## src/rtl/spram_tag_pkg.sv

```systemverilog
package spram_tag_pkg;

    localparam int unsigned TAG_W      = 32;
    localparam int unsigned PAGE_LSB   = 12;
    localparam int unsigned PAGE_W     = TAG_W - PAGE_LSB;
    localparam int unsigned ENABLE_BIT = 7;
    localparam int unsigned WORD_BIT   = 3;
    localparam int unsigned SLOT_LSB   = 4;

    typedef enum logic [1:0] {
        ST_IDLE      = 2'd0,
        ST_TAG_LOAD  = 2'd1,
        ST_TAG_STORE = 2'd2,
        ST_CACHE_FWD = 2'd3
    } tag_state_e;

    // Size of a region in pages (4 KiB units) from its log2 byte size.
    function automatic logic [PAGE_W-1:0] size_pages(input int unsigned lg);
        return PAGE_W'(1) << (lg - PAGE_LSB);
    endfunction

    // Page mask that keeps only the bits above the region size.
    function automatic logic [PAGE_W-1:0] page_mask(input int unsigned lg);
        return ~(size_pages(lg) - PAGE_W'(1));
    endfunction

    // Word 0 image: page base high, enable flag, everything else zero.
    function automatic logic [TAG_W-1:0] pack_word0(input logic [PAGE_W-1:0] page,
                                                    input logic en);
        logic [TAG_W-1:0] w;
        w = '0;
        w[TAG_W-1:PAGE_LSB] = page;
        w[ENABLE_BIT] = en;
        return w;
    endfunction

endpackage

```

## src/rtl/spram_tag_ctrl.sv

```systemverilog
module spram_tag_ctrl
    import spram_tag_pkg::*;
#(
    parameter int unsigned IDX_W = 7
) (
    input  logic             clk,
    input  logic             rst_n,
    input  logic             sel_spram,
    input  logic             op_valid,
    input  logic             op_store,
    input  logic [IDX_W-1:0] op_index,
    input  logic [TAG_W-1:0] op_wdata,
    output logic [IDX_W-1:0] lat_index,
    output logic [TAG_W-1:0] lat_wdata,
    output logic             rd_strobe,
    output logic             wr_strobe,
    output logic             fwd_valid,
    output logic             fwd_store
);

    tag_state_e state_q, state_d;
    logic       lat_store;

    // Next state: chosen by the operation offered this cycle.
    always_comb begin
        state_d = ST_IDLE;
        if (op_valid) begin
            if (!sel_spram) begin
                state_d = ST_CACHE_FWD;
            end else if (op_store) begin
                state_d = ST_TAG_STORE;
            end else begin
                state_d = ST_TAG_LOAD;
            end
        end
    end

    // State register.
    always_ff @(posedge clk or negedge rst_n) begin
        if (!rst_n) begin
            state_q <= ST_IDLE;
        end else begin
            state_q <= state_d;
        end
    end

    // Operation fields captured at acceptance.
    always_ff @(posedge clk or negedge rst_n) begin
        if (!rst_n) begin
            lat_index <= '0;
            lat_wdata <= '0;
            lat_store <= 1'b0;
        end else if (op_valid) begin
            lat_index <= op_index;
            lat_wdata <= op_wdata;
            lat_store <= op_store;
        end
    end

    // Outputs decoded from the current state.
    always_comb begin
        rd_strobe = 1'b0;
        wr_strobe = 1'b0;
        fwd_valid = 1'b0;
        fwd_store = 1'b0;
        unique case (state_q)
            ST_IDLE: begin
            end
            ST_TAG_LOAD: begin
                rd_strobe = 1'b1;
            end
            ST_TAG_STORE: begin
                wr_strobe = 1'b1;
            end
            ST_CACHE_FWD: begin
                fwd_valid = 1'b1;
                fwd_store = lat_store;
            end
            default: begin
            end
        endcase
    end

endmodule

```

## src/rtl/spram_tag_regs.sv

```systemverilog
module spram_tag_regs
    import spram_tag_pkg::*;
#(
    parameter int unsigned SLOTS       = 8,
    parameter int unsigned NUM_REGIONS = 4,
    parameter int unsigned SIZE_LOG2 [SLOTS] = '{12, 13, 14, 16, 12, 12, 12, 12},
    localparam int unsigned RGN_W      = $clog2(SLOTS)
) (
    input  logic                         clk,
    input  logic                         rst_n,
    input  logic                         wr_strobe,
    input  logic [RGN_W-1:0]             tag_slot,
    input  logic                         tag_word,
    input  logic [PAGE_W-1:0]            wr_page,
    input  logic                         wr_enable,
    output logic [TAG_W-1:0]             rd_word_data,
    output logic [SLOTS-1:0]             slot_en,
    output logic [SLOTS-1:0][PAGE_W-1:0] slot_base
);

    logic [SLOTS-1:0][PAGE_W-1:0] slot_size;

    for (genvar g = 0; g < SLOTS; g++) begin : g_slot
        if (g < NUM_REGIONS) begin : g_live
            always_ff @(posedge clk or negedge rst_n) begin
                if (!rst_n) begin
                    slot_base[g] <= '0;
                    slot_en[g]   <= 1'b0;
                end else if (wr_strobe && !tag_word && tag_slot == RGN_W'(g)) begin
                    slot_base[g] <= wr_page;
                    slot_en[g]   <= wr_enable;
                end
            end
            assign slot_size[g] = size_pages(SIZE_LOG2[g]);
        end else begin : g_empty
            assign slot_base[g] = '0;
            assign slot_en[g]   = 1'b0;
            assign slot_size[g] = '0;
        end
    end

    always_comb begin
        if (tag_word) begin
            rd_word_data = {slot_size[tag_slot], {PAGE_LSB{1'b0}}};
        end else begin
            rd_word_data = pack_word0(slot_base[tag_slot], slot_en[tag_slot]);
        end
    end

endmodule

```

## src/rtl/spram_addr_match.sv

```systemverilog
module spram_addr_match
    import spram_tag_pkg::*;
#(
    parameter int unsigned SLOTS       = 8,
    parameter int unsigned NUM_REGIONS = 4,
    parameter int unsigned SIZE_LOG2 [SLOTS] = '{12, 13, 14, 16, 12, 12, 12, 12},
    localparam int unsigned RGN_W      = $clog2(SLOTS)
) (
    input  logic [PAGE_W-1:0]            pa_page,
    input  logic [SLOTS-1:0]             slot_en,
    input  logic [SLOTS-1:0][PAGE_W-1:0] slot_base,
    output logic                         hit,
    output logic [RGN_W-1:0]             hit_region
);

    logic [SLOTS-1:0] match;

    for (genvar g = 0; g < SLOTS; g++) begin : g_cmp
        if (g < NUM_REGIONS) begin : g_live
            localparam logic [PAGE_W-1:0] MASK = page_mask(SIZE_LOG2[g]);
            assign match[g] = slot_en[g] && ((pa_page & MASK) == (slot_base[g] & MASK));
        end else begin : g_empty
            assign match[g] = 1'b0;
        end
    end

    // Lowest-numbered matching region wins.
    always_comb begin
        hit        = 1'b0;
        hit_region = '0;
        for (int i = SLOTS - 1; i >= 0; i--) begin
            if (match[i]) begin
                hit        = 1'b1;
                hit_region = RGN_W'(i);
            end
        end
    end

endmodule

```

## src/rtl/spram_tag_bank.sv

```systemverilog
module spram_tag_bank
    import spram_tag_pkg::*;
#(
    parameter int unsigned SLOTS       = 8,
    parameter int unsigned NUM_REGIONS = 4,
    parameter int unsigned SIZE_LOG2 [SLOTS] = '{12, 13, 14, 16, 12, 12, 12, 12},
    localparam int unsigned RGN_W      = $clog2(SLOTS),
    localparam int unsigned IDX_W      = RGN_W + SLOT_LSB
) (
    input  logic             clk,
    input  logic             rst_n,
    input  logic             sel_spram,
    input  logic             op_valid,
    input  logic             op_store,
    input  logic [IDX_W-1:0] op_index,
    input  logic [TAG_W-1:0] op_wdata,
    output logic             rd_valid,
    output logic [TAG_W-1:0] rd_data,
    output logic             cache_req_valid,
    output logic             cache_req_store,
    output logic [IDX_W-1:0] cache_req_index,
    output logic [TAG_W-1:0] cache_req_wdata,
    input  logic [PAGE_W-1:0] pa_page,
    output logic             addr_hit,
    output logic [RGN_W-1:0] addr_region
);

    logic [IDX_W-1:0]             lat_index;
    logic [TAG_W-1:0]             lat_wdata;
    logic                         rd_strobe;
    logic                         wr_strobe;
    logic                         fwd_valid;
    logic                         fwd_store;
    logic [TAG_W-1:0]             bank_word;
    logic [SLOTS-1:0]             slot_en;
    logic [SLOTS-1:0][PAGE_W-1:0] slot_base;

    spram_tag_ctrl #(
        .IDX_W (IDX_W)
    ) u_ctrl (
        .clk       (clk),
        .rst_n     (rst_n),
        .sel_spram (sel_spram),
        .op_valid  (op_valid),
        .op_store  (op_store),
        .op_index  (op_index),
        .op_wdata  (op_wdata),
        .lat_index (lat_index),
        .lat_wdata (lat_wdata),
        .rd_strobe (rd_strobe),
        .wr_strobe (wr_strobe),
        .fwd_valid (fwd_valid),
        .fwd_store (fwd_store)
    );

    spram_tag_regs #(
        .SLOTS       (SLOTS),
        .NUM_REGIONS (NUM_REGIONS),
        .SIZE_LOG2   (SIZE_LOG2)
    ) u_regs (
        .clk          (clk),
        .rst_n        (rst_n),
        .wr_strobe    (wr_strobe),
        .tag_slot     (lat_index[IDX_W-1:SLOT_LSB]),
        .tag_word     (lat_index[WORD_BIT]),
        .wr_page      (lat_wdata[TAG_W-1:PAGE_LSB]),
        .wr_enable    (lat_wdata[ENABLE_BIT]),
        .rd_word_data (bank_word),
        .slot_en      (slot_en),
        .slot_base    (slot_base)
    );

    spram_addr_match #(
        .SLOTS       (SLOTS),
        .NUM_REGIONS (NUM_REGIONS),
        .SIZE_LOG2   (SIZE_LOG2)
    ) u_match (
        .pa_page    (pa_page),
        .slot_en    (slot_en),
        .slot_base  (slot_base),
        .hit        (addr_hit),
        .hit_region (addr_region)
    );

    assign rd_valid        = rd_strobe;
    assign rd_data         = rd_strobe ? bank_word : '0;
    assign cache_req_valid = fwd_valid;
    assign cache_req_store = fwd_store;
    assign cache_req_index = fwd_valid ? lat_index : '0;
    assign cache_req_wdata = fwd_valid ? lat_wdata : '0;

endmodule

```

## config.mk

```make
export PLATFORM = sky130hd
export DESIGN_NAME = spram_tag_bank
export DESIGN_NICKNAME = d
export VERILOG_FILES = /design/src/rtl/spram_tag_pkg.sv /design/src/rtl/spram_tag_ctrl.sv /design/src/rtl/spram_tag_regs.sv /design/src/rtl/spram_addr_match.sv /design/src/rtl/spram_tag_bank.sv
export SDC_FILE = /design/constraint.sdc
export NUM_CORES = 1
export LEC_CHECK = 0
export BUFFER_PORTS_ARGS = -buffer_cell sky130_fd_sc_hd__buf_2
export CAP_MARGIN = 5
export CORE_ASPECT_RATIO = 1.75
export CORE_MARGIN = 5
export CORE_UTILIZATION = 58
export CTS_BUF_LIST = sky130_fd_sc_hd__clkbuf_4 sky130_fd_sc_hd__clkbuf_8
export DETAILED_ROUTE_END_ITERATION = 8
export GPL_TIMING_DRIVEN = 0
export PLACE_DENSITY = 0.93
export SLEW_MARGIN = 20
export SYNTH_ARGS = -nofsm -noshare
export SYNTH_HDL_FRONTEND = slang
export SYNTH_HIERARCHICAL = 1
export SYNTH_SLANG_ARGS = --single-unit
```

## constraint.sdc

```tcl
create_clock -name clk -period 2.4 [get_ports clk]
set_clock_uncertainty 0.1 [all_clocks]
set_input_delay 0.48 -clock clk [delete_from_list [all_inputs] [get_ports clk]]
set_output_delay 0.48 -clock clk [all_outputs]
set_load 0.05 [all_outputs]
```

Word-level counts from Yosys, hierarchy flattened
Memories as Yosys holds them, arrays and structs flattened. Index checks and enable logic that the tools add are counted. W data, S select, Z words.

Bits in registers: 126. ROM bits: 160. Output and inout port bits: 78. Word-level logic and storage cells: 59. Memories: 1.

Memory list: (name not given) (words 8, width 20, read ports 1, clocked after memory_dff 0, write ports 0, RTL line spram_tag_regs.sv:44) `rd_word_data = {slot_size[tag_slot], {PAGE_LSB{1'b0}}};`.

Magnitude comparators: 1. Eq/ne operators: 10. Mux-type cells: 24. Reduce and logical (&&, ||, !) cells: 11.

Operator list (number): $mux W32 (3); $bmux W20 S3 (1); $mux W20 (2); $eq A20 B20 Y1 (1); $eq A19 B19 Y1 (1); $eq A18 B18 Y1 (1); $eq A16 B16 Y1 (1); $logic_and A1 B1 Y1 (9); $mux W1 (9); $mux W3 (3); $mux W2 (4); $mux W7 (1); $eq A3 B2 Y1 const B (2); $eq A2 B2 Y1 const B (2); $lt A3 B4 Y1 const B (1); $bmux W1 S3 (1); $eq A3 B1 Y1 const B (1); $logic_not A3 Y1 (1); $eq A2 B1 Y1 const B (1); $logic_not A1 Y1 (1).

Longest topological paths before layout
Depth in word-level cells: 6. Gate-level depth with buffers: 6. Mapped depth without buffers: 5.

Modules after synthesis
The synthesis kept the hierarchy.

By module, submodules not included: spram_tag_regs (instances 1, cells an instance 345, area each 4717.0 µm²); spram_tag_ctrl (instances 1, cells an instance 94, area each 1774.2 µm²); spram_addr_match (instances 1, cells an instance 106, area each 895.9 µm²); spram_tag_bank (instances 1, cells an instance 78, area each 491.7 µm²).

Worst setup path after synthesis
No wires, ideal clock.

Path kind: input to output. From: input pa_page[12]. To: output addr_region[1]. Data arrival time: 2335 ps. Setup slack: -515 ps. Stages on the path: 5. Cells stage by stage: xor2_1 -> nor4_1 -> nand4_2 -> a2bb2oi_2 -> nor3_1.

Longest elaborated chain between the ends: 6.

Ends and longest elaborated chain: start: declaration (RTL line spram_tag_bank.sv:23) `input logic [PAGE_W-1:0] pa_page,`; $eq A16 B16 Y1 (RTL line spram_addr_match.sv:21) `assign match[g] = slot_en[g] && ((pa_page & MASK) == (slot_base[g] & MASK));`; $logic_and A1 B1 Y1 (RTL line spram_addr_match.sv:21); $mux W2 (RTL line spram_addr_match.sv:32) `if (match[i]) begin`; $mux W3 (2 in series) (RTL line spram_addr_match.sv:32); $mux W3 (*) (RTL line spram_addr_match.sv:32); end: declaration (RTL line spram_tag_bank.sv:25) `output logic [RGN_W-1:0] addr_region`.

Mark *: on every way between the ends. The rest lies on a longest branch, timed or not.

Worst setup path after layout
From: register u_regs/slot_base[66] (netlist bit). To: output addr_region[1].

Longest elaborated chain between the ends: 6.

Ends and longest elaborated chain: start: declaration (RTL line spram_tag_regs.sv:18) `output logic [SLOTS-1:0][PAGE_W-1:0] slot_base`; start signal: indexed assignment (RTL line spram_tag_regs.sv:30) `slot_base[g] <= wr_page;`; $eq A16 B16 Y1 (RTL line spram_addr_match.sv:21); $logic_and A1 B1 Y1 (RTL line spram_addr_match.sv:21); $mux W2 (RTL line spram_addr_match.sv:32); $mux W3 (3 in series) (RTL line spram_addr_match.sv:32).

Every way passes these cells.

==> key figures <==
Status
  • Outcome: finished, violations left
  • Violated checks: negative setup slack

Power
  • Design internal power: 5.12 mW
  • Leak Pwr: 4.49 nW
  • Sw power: 2.53 mW
  • Switching portion of total power: 0.330
  • Power share of the clock group: 0.267
  • Worst VDD drop: 524 uV
  • Cell Pwr Density: 829 mW/mm^2
  • Gate power share: 0.310
  • Pwr Total: 7.65 mW
  • Seq pwr share: 0.423

Clock tree
  • TritonCTS Buffers: 17
  • Clock buffer depth: 2
  • CTS tree: done
  • H-tree depth: 4
  • Clock latency on the worst-skew pair: 0.44 ns
  • Sink Count: 126
  • CTS root buf: clkbuf_8
  • Clock Pin Slew Worst Setup and Hold Paths: 0.08 ns

Timing
  • RSZ-0062 raised after global routing: yes
  • Slew Viols, Final: 0
  • Final setup viols: 24
  • Fmax: 341 MHz
  • Final worst setup slack: -0.530 ns
  • Fin crit share: 1.22
  • Final Critical Period: 2.93 ns
  • Slew @ Worst Pin: 0.525 ns
  • Slew headroom: 0.652
  • Final hold violations: 0

Routing
  • WL per Instance: 24.0 um
  • Drt drc: 0
  • Via count: 5114
  • DR iter-0 viols: 347
  • Detailed-routing iteration count for the pre-antenna-repair pass: 4
  • Drt via density: 5.73
  • Final wirelength: 21400 um
  • DRT antenna net count: 0

GRT
  • Met3 usage in global routing: 0.0571
  • GRT Total Usage: 0.291
  • Busiest layer in global routing: met2
  • M2 GR Usage: 0.530
  • Initial antenna violation count: 0
  • Vias in the first global route: 5735
  • Global-route wire length before repair: 31900 um
  • Grt met1 use: 0.310
  • Largest net degree at the start of global routing: 80
  • Grt ovf: 0

Die
  • Num rows: 54
  • DIE AREA: 0.0149 mm^2
  • Die Y: 158 um
  • Area of the core: 0.0124 mm^2
  • Initial Utilization: 0.586
  • Die width: 94.5 um
  • IO Count: 142

Placed design
  • RePlAce Congestion: 0.986
  • Placed cell count: 846
  • Placed wire-length estimate: 14600 um
  • IO buf count: 128
  • Placed Area: 0.00818 mm^2

Final layout
  • Diode count: 0
  • Share of layout cells above drive strength 1: 0.537
  • Fill count: 741
  • Area growth syn-to-layout: 27.3%
  • Nets@finish: 775
  • Post-Layout Cell Count: 892
  • Final Cell Area: 0.00923 mm^2

Worst hold path
  • Worst hold path type: in2reg
  • Hold path cells: 2
  • Hold Crit Start: sel_spram
  • Hold Path End: u_ctrl/state_q[0]$_DFF_PN0_

Worst setup path
  • Worst path cell trace: xor2_1 > nor4_2 > nand4_2 > a2bb2oi_2 > nor3_2 > buf_6
  • Required @ worst endpoint: 1.82 ns
  • Crit Reg-Reg Endpoint: u_regs/slot_base[10]$_DFFE_PN0P_
  • Crit path launch: u_regs/slot_base[66]$_DFFE_PN0P_
  • Crit end category: output port
  • R2R setup slack: 0.48 ns
  • Worst setup SP type: flop
  • Cells on worst reg2reg path: 8
  • Data arrival, critical path: 2.35 ns
  • Max stage delay on crit path: 0.43 ns
  • CP max FO: 3
  • Slowest cell on the critical path: nor4_2
  • Reg-to-Reg Start: u_ctrl/lat_index[4]$_DFFE_PN0P_
  • Crit Path Class: reg2out

Logic synthesis
  • Post-Synthesis Cell Area: 0.00725 mm^2
  • Post-Synthesis Cells: 539
  • Syn. warnings: 6
  • Mean Syn Cell Area: 13.4 um^2

Flow run
  • Max Cap Viol: 0
-- flip-flops by register name, indices dropped and copies added (netlist names) --
register,cells
u_regs/slot_base,80
u_ctrl/lat_wdata,32
u_ctrl/lat_index,7
u_regs/slot_en,4
u_ctrl/state_q,2
u_ctrl/lat_store,1
-- per-stage QoR --
| step | TNS (ns) | hold WS [ns] | util | setup WS, ns |
|---|---|---|---|---|
| floorplan | -0.0840 | 0.0844 | - | -0.0840 |
| global placement | -91.15 | 0.366 | 0.659 | -0.729 |
| detailed placement | -1.22 | 0.344 | 0.661 | -0.399 |
| CTS | -6.36 | 0.117 | 0.729 | -0.413 |
| global route | -7.26 | 0.131 | 0.746 | -0.617 |
| finish | -5.82 | 0.129 | 0.746 | -0.530 |
-- critical path: cells and delay by family (launching register included) --
family / cells / cell delay [ns]
and+or+nand+nor: 3 / 0.90
xor gates and xnor gates: 1 / 0.20
DFF: 1 / 0.42
buffers and inverters: 1 / 0.20
AOI/OAI and AO/OA: 1 / 0.20
-- cells in the final DEF (no fill, tap or decap), types with 7 or more instances in the layout --
master and n:
and2_1 59, buf_6 30, buf_4 31, xnor2_1 33
nor2b_4 7, buf_8 9, xor2_1 36, buf_12 7
nand4_1 8, nor2b_1 12, mux2_2 44, clkbuf_8 18
mux4_2 17, and2_4 13, mux2_4 58, buf_2 95
conb_1 12, dfrtp_1 121, mux2_1 24
-- how the worst max path moves through the flow --
| stage | cells past startpoint | slack, ns | endpoint |
|---|---|---|---|
| 3_3_place_gp | 1 | -0.73 | u_ctrl/lat_index[0]$_DFFE_PN0P_ |
| 4_1_cts | 6 | -0.41 | addr_region[1] |
| 3_5_place_dp | 7 | -0.40 | addr_region[0] |
| 2_1_floorplan | 5 | -0.08 | addr_region[1] |
| 5_1_grt | 6 | -0.62 | addr_region[1] |
| 6_report | 6 | -0.53 | addr_region[1] |
-- cell type report --
class | instances | area (um^2) | area share
sequential | 126 | 3160 | 0.342
buffer | 39 | 409 | 0.0443
clock buffer | 21 | 270 | 0.0293
timing repair buffer | 144 | 1040 | 0.113
inverter | 2 | 7.51 | 0.000814
tap | 168 | 210 | 0.0228
clock inverter | 11 | 165 | 0.0179
multi-input combinational | 381 | 3960 | 0.429
-- routing by layer --
metal,part of all wire,wire (um)
met3,0.058,1230
met2,0.54,11500
met4,0.056,1200
met5,0,0
met1,0.35,7400
-- power by group through the flow --
stage | Clock [mW] | Combinational [mW] | Sequential [mW]
finish | 2.04 | 2.37 | 3.23
global route | 2.16 | 2.46 | 3.30
CTS | 2.05 | 2.21 | 3.20
detailed placement | 0 | 2.08 | 3.22
global placement | 0 | 2.00 | 3.15
floorplan | 0 | 1.57 | 3.05
-- repair_timing --
item | CTS | global route
gates resized for setup | 89 | 42
hold buffers | 1 | 0
buffers inserted | 9 | 3
pin swaps | 13 | 12
cloned | 1 | 1
setup endpoints to repair | 32 | 54
hold endpoints to repair | 47 | 0
Note: power is estimated with default switching activity, not from simulation.
